File: src/rtl/simd_alu_pkg.sv
package simd_alu_pkg;

    localparam int SPEC_W = 5;

    // Bank boundaries in specifier space; decode order depends on them.
    localparam int BANK_U8_BASE  = 8;
    localparam int BANK_S16_BASE = 16;
    localparam int BANK_U16_BASE = 24;
    localparam int BANK_W32_BASE = 30;

    typedef enum logic [2:0] {
        OP_ADD   = 3'd0,
        OP_SUB   = 3'd1,
        OP_CMPEQ = 3'd2,
        OP_CMPLT = 3'd3,
        OP_MIN   = 3'd4,
        OP_MAX   = 3'd5,
        OP_RSV6  = 3'd6,
        OP_RSV7  = 3'd7
    } lane_op_e;

    typedef enum logic [1:0] {
        EW_8  = 2'd0,
        EW_16 = 2'd1,
        EW_32 = 2'd2
    } elem_w_e;

    typedef struct packed {
        elem_w_e width;
        logic    is_signed;
    } bank_cfg_t;

    typedef enum logic {
        ST_EMPTY = 1'b0,
        ST_FULL  = 1'b1
    } out_state_e;

endpackage

File: src/rtl/simd_bank_decode.sv
module simd_bank_decode
    import simd_alu_pkg::*;
(
    input  logic [SPEC_W-1:0] spec,
    output bank_cfg_t         cfg
);
    always_comb begin
        if (int'(spec) >= BANK_W32_BASE) begin
            cfg.width     = EW_32;
            cfg.is_signed = 1'b1;
        end else if (int'(spec) >= BANK_U16_BASE) begin
            cfg.width     = EW_16;
            cfg.is_signed = 1'b0;
        end else if (int'(spec) >= BANK_S16_BASE) begin
            cfg.width     = EW_16;
            cfg.is_signed = 1'b1;
        end else if (int'(spec) >= BANK_U8_BASE) begin
            cfg.width     = EW_8;
            cfg.is_signed = 1'b0;
        end else begin
            cfg.width     = EW_8;
            cfg.is_signed = 1'b1;
        end
    end
endmodule

File: src/rtl/simd_lane.sv
module simd_lane
    import simd_alu_pkg::*;
#(
    parameter int W = 8
) (
    input  lane_op_e     op,
    input  logic         sgn,
    input  logic [W-1:0] a,
    input  logic [W-1:0] b,
    output logic [W-1:0] r
);
    logic signed [W:0] a_ext;
    logic signed [W:0] b_ext;
    logic              a_lt_b;
    logic              a_eq_b;

    // One extra bit turns both signed and unsigned order into a signed compare.
    assign a_ext  = {sgn & a[W-1], a};
    assign b_ext  = {sgn & b[W-1], b};
    assign a_lt_b = (a_ext < b_ext);
    assign a_eq_b = (a == b);

    always_comb begin
        unique case (op)
            OP_ADD:   r = a + b;
            OP_SUB:   r = a - b;
            OP_CMPEQ: r = {W{a_eq_b}};
            OP_CMPLT: r = {W{a_lt_b}};
            OP_MIN:   r = a_lt_b ? a : b;
            OP_MAX:   r = a_lt_b ? b : a;
            default:  r = '0;
        endcase
    end
endmodule

File: src/rtl/simd_lane_array.sv
module simd_lane_array
    import simd_alu_pkg::*;
#(
    parameter int XLEN = 32,
    parameter int W    = 8
) (
    input  lane_op_e        op,
    input  logic            sgn,
    input  logic [XLEN-1:0] a,
    input  logic [XLEN-1:0] b,
    output logic [XLEN-1:0] r
);
    localparam int LANES = XLEN / W;

    for (genvar i = 0; i < LANES; i++) begin : g_lane
        simd_lane #(.W(W)) u_lane (
            .op  (op),
            .sgn (sgn),
            .a   (a[i*W +: W]),
            .b   (b[i*W +: W]),
            .r   (r[i*W +: W])
        );
    end
endmodule

File: src/rtl/simd_lane_alu.sv
module simd_lane_alu
    import simd_alu_pkg::*;
#(
    parameter int XLEN = 32
) (
    input  logic            clk,
    input  logic            rst_n,
    input  logic            in_valid,
    input  logic [2:0]      op,
    input  logic [4:0]      rd_spec,
    input  logic [4:0]      rs1_spec,
    input  logic [4:0]      rs2_spec,
    input  logic [XLEN-1:0] rs1_data,
    input  logic [XLEN-1:0] rs2_data,
    output logic            out_valid,
    output logic [XLEN-1:0] result
);
    bank_cfg_t       cfg;
    lane_op_e        op_e;
    logic [XLEN-1:0] opa;
    logic [XLEN-1:0] opb;
    logic [XLEN-1:0] res8;
    logic [XLEN-1:0] res16;
    logic [XLEN-1:0] res32;
    logic [XLEN-1:0] res_sel;
    out_state_e      state_q;
    out_state_e      state_d;

    assign op_e = lane_op_e'(op);

    simd_bank_decode u_decode (
        .spec (rd_spec),
        .cfg  (cfg)
    );

    // The zero register ignores its data input.
    assign opa = (rs1_spec == '0) ? '0 : rs1_data;
    assign opb = (rs2_spec == '0) ? '0 : rs2_data;

    simd_lane_array #(.XLEN(XLEN), .W(8)) u_arr8 (
        .op (op_e), .sgn (cfg.is_signed), .a (opa), .b (opb), .r (res8)
    );
    simd_lane_array #(.XLEN(XLEN), .W(16)) u_arr16 (
        .op (op_e), .sgn (cfg.is_signed), .a (opa), .b (opb), .r (res16)
    );
    simd_lane_array #(.XLEN(XLEN), .W(32)) u_arr32 (
        .op (op_e), .sgn (cfg.is_signed), .a (opa), .b (opb), .r (res32)
    );

    always_comb begin
        unique case (cfg.width)
            EW_8:    res_sel = res8;
            EW_16:   res_sel = res16;
            default: res_sel = res32;
        endcase
    end

    // Output stage: ACCEPT (EMPTY->FULL), STREAM (FULL->FULL), DRAIN (FULL->EMPTY).
    always_comb begin
        state_d = state_q;
        unique case (state_q)
            ST_EMPTY: if (in_valid)  state_d = ST_FULL;
            ST_FULL:  if (!in_valid) state_d = ST_EMPTY;
            default:  state_d = ST_EMPTY;
        endcase
    end

    always_ff @(posedge clk) begin
        if (!rst_n) state_q <= ST_EMPTY;
        else        state_q <= state_d;
    end

    always_ff @(posedge clk) begin
        if (!rst_n)        result <= '0;
        else if (in_valid) result <= res_sel;
    end

    assign out_valid = (state_q == ST_FULL);
endmodule

File: config.mk
export PLATFORM = sky130hd
export DESIGN_NAME = simd_lane_alu
export DESIGN_NICKNAME = d
export VERILOG_FILES = /design/src/rtl/simd_alu_pkg.sv /design/src/rtl/simd_bank_decode.sv /design/src/rtl/simd_lane.sv /design/src/rtl/simd_lane_array.sv /design/src/rtl/simd_lane_alu.sv
export SDC_FILE = /design/constraint.sdc
export NUM_CORES = 1
export LEC_CHECK = 0
export BUFFER_PORTS_ARGS = -buffer_cell sky130_fd_sc_hd__clkbuf_2
export CELL_PAD_IN_SITES_DETAIL_PLACEMENT = 0
export CELL_PAD_IN_SITES_GLOBAL_PLACEMENT = 1
export CORE_MARGIN = 1.5
export CORE_UTILIZATION = 40
export DETAILED_ROUTE_END_ITERATION = 12
export GPL_ROUTABILITY_DRIVEN = 1
export GPL_TIMING_DRIVEN = 1
export PLACE_DENSITY_LB_ADDON = 0.1
export REMOVE_ABC_BUFFERS = 1
export SYNTH_ARGS = -nofsm -noshare
export SYNTH_HDL_FRONTEND = slang
export SYNTH_SLANG_ARGS = --single-unit
File: constraint.sdc
create_clock -name clk -period 6.4 [get_ports clk]
set_clock_uncertainty 0.2 [all_clocks]
set_input_delay 0.32 -clock clk [delete_from_list [all_inputs] [get_ports clk]]
set_output_delay 0.32 -clock clk [all_outputs]
set_load 0.02 [all_outputs]
==> reports/metrics.csv <==
metric,value,unit
path_class,in -> reg,
synthTopCellsByArea,"ha_1 9.3%, dfxtp_1 7.0%, a21oi_1 6.9%",
io_pins,118,
peakVddDrop,0.0907,mV
antenna_found_initial,1,
r2r-start,result[4],
core.rowCount,56,
route.vias.total,11400,
period_needed,5.17,ns
dp_slack,0.982,ns
layout.nets,1632,
placed_area,10300,sq um
numClockSinks,33,
fin_ws,1.23,ns
firstDrtPassIters,5,
cts_tree,yes,
grt_use_total,0.340,
maxSlewViolCount,0,
cp-startpoint,rs1_spec[3],
drive_above_1_share,0.134,
fp.dieH,157,microns
synth_area,9430,sq um
initial_core_util,0.404,
tightest_slew,1.17,ns
multi_input_area,8030,sq um
syn_avg_cell_area,6.71,sq um
layout_common_cells,"165 x nand2_1, 130 x a21oi_1, 115 x clkbuf_2",
synth_ff_type,dfxtp_1,
async_reset_ff_frac,0,
cp_max_fo,18,
antenna_left,0,
area_growth,10.5,%
outcome,finished clean,
total_leakage_power,4.57,nW
clk_latency,0.30,ns
syn_inst,1406,
worstPathRequired,6.38,ns
nFillCells,2567,
vias_per_cell,6.38,
mostFrequentLayoutCell,nand2_1,
synth_edf_count,0,
cts.reportedPaths.clkPinSlew,0.07,ns
grt_max_degree,93,
gp_congestion,0.971,
fin_setup_tns,0,ns
htreeDepth,2,
synth.yosys.seq_area_share,0.0700,
setup_viol,0,
hp-class,in -> reg,
finalHoldViolCount,0,
drtIter0Drc,1126,
clockBufferDepth,2,
p_total,1.59,mW
ctsRootBufferMaster,clkbuf_16,
ff_latch_area,661,sq um
ys_warn_count,0,
cts_made_buffers,5,
timing.slew.headroom,0.209,
fin_crit_sh,0.808,
cts_hold_buf,0,
min_from,rst_n,
wirelength,42300,microns
diodes,0,
rsz0062_at_grt,no,
yosys_register_bits,33,
startpoint_type,input pin,
arrival,5.15,ns
postLayoutCellArea,10400,sq um
cts_resized,0,
portBuffers,116,
endpoint_kind,flip-flop,
die-area,24500,sq um
yosysUniqueCellTypes,95,
hpwl,31000,microns
grt_pass1_wl,63000,microns
power_density,152,nW/um^2
drc_errors,0,
routedWlPerCell,23.6,microns
max_freq,193,MHz
core-area,23300,sq um
yosysTopAreaCell,ha_1,
grt_overflow,0,
cap_violations,0,
grt_pass1_vias,10700,
yosysTopAreaCellShare,0.0929,
die_w,157,microns
post-cts-setup-buffers,0,
-- flip-flops by register name, indices dropped and copies added, names as in the netlist --
register / count
result: 32
out_valid: 1
-- synthesized netlist by cell type, drive strengths merged (28+ instances only) --
cell type  instances
nand2            166
a21oi            133
inv               96
nor2              86
o21ai             83
clkbuf            70
ha                70
nor3              46
xnor2             41
nand3             38
mux2i             37
dfxtp             33
o221ai            29
a21o              28
-- layout make-up --
type / count / area share
Sequential cell: 33 / 0.0634
Inverter: 97 / 0.0349
Multi-Input combinational cell: 1183 / 0.770
Clock buffer: 6 / 0.0124
Clock inverter: 2 / 0.000960
Timing Repair Buffer: 149 / 0.0797
Tap cell: 319 / 0.0383
-- metal layers --
layer / global-route usage / up-vias / wire (microns)
met5: 0 / - / 18
met4: 0.175 / 2 / 2230
met3: 0.0559 / 113 / 2720
met2: 0.579 / 467 / 19900
met1: 0.410 / 5442 / 17300
li1: - / 5387 / -
-- cells by family (layout without fill, tap and decap cells) --
group,after synthesis,in the layout,synth area share
simple gates,492,492,0.259
flops,33,33,0.0700
compound gates,523,523,0.390
mux,41,41,0.0440
fa+ha+maj,78,78,0.110
buf+inv,190,254,0.0806
xor+xnor,49,49,0.0463
-- through the flow --
step | hold slack [ns] | std cells | utilization
final | 0.101 | 1789 | 0.447
after global routing | 0.121 | 1789 | 0.447
after CTS | 0.0973 | 1789 | 0.447
after detailed placement | 0.239 | 1781 | 0.441
after global placement | 0.237 | 1781 | 0.441
after floorplan | 0.278 | 1313 | -
-- where the power goes --
group	internal [mW]	switching, mW	total, mW	leakage [nW]
combinational	0.379	0.703	1.08	4.22
sequential	0.221	0.00998	0.231	0.270
clock	0.144	0.132	0.276	0.0706
total	0.745	0.844	1.59	4.57
-- final timing paths --
path         cells past startpoint          to  slack (ns)
max                             14  result[21]        1.23
min reg2reg                      2  result[21]        0.26
min                              2   out_valid        0.10
max reg2reg                      3   result[4]        5.14
-- worst max-delay path: stages --
cell       delay [ns]
clkbuf_2         0.08
nor3_1           0.17
nand2_1          0.61
buf_4            0.47
and2_1           0.23
ha_1             0.51
or4_1            0.62
a211oi_1         0.46
nor3_1           0.21
nor2_1           0.53
a2bb2oi_1        0.37
xnor2_1          0.11
a221oi_1         0.33
o31ai_1          0.11
Power figures use the tool's default switching activity.
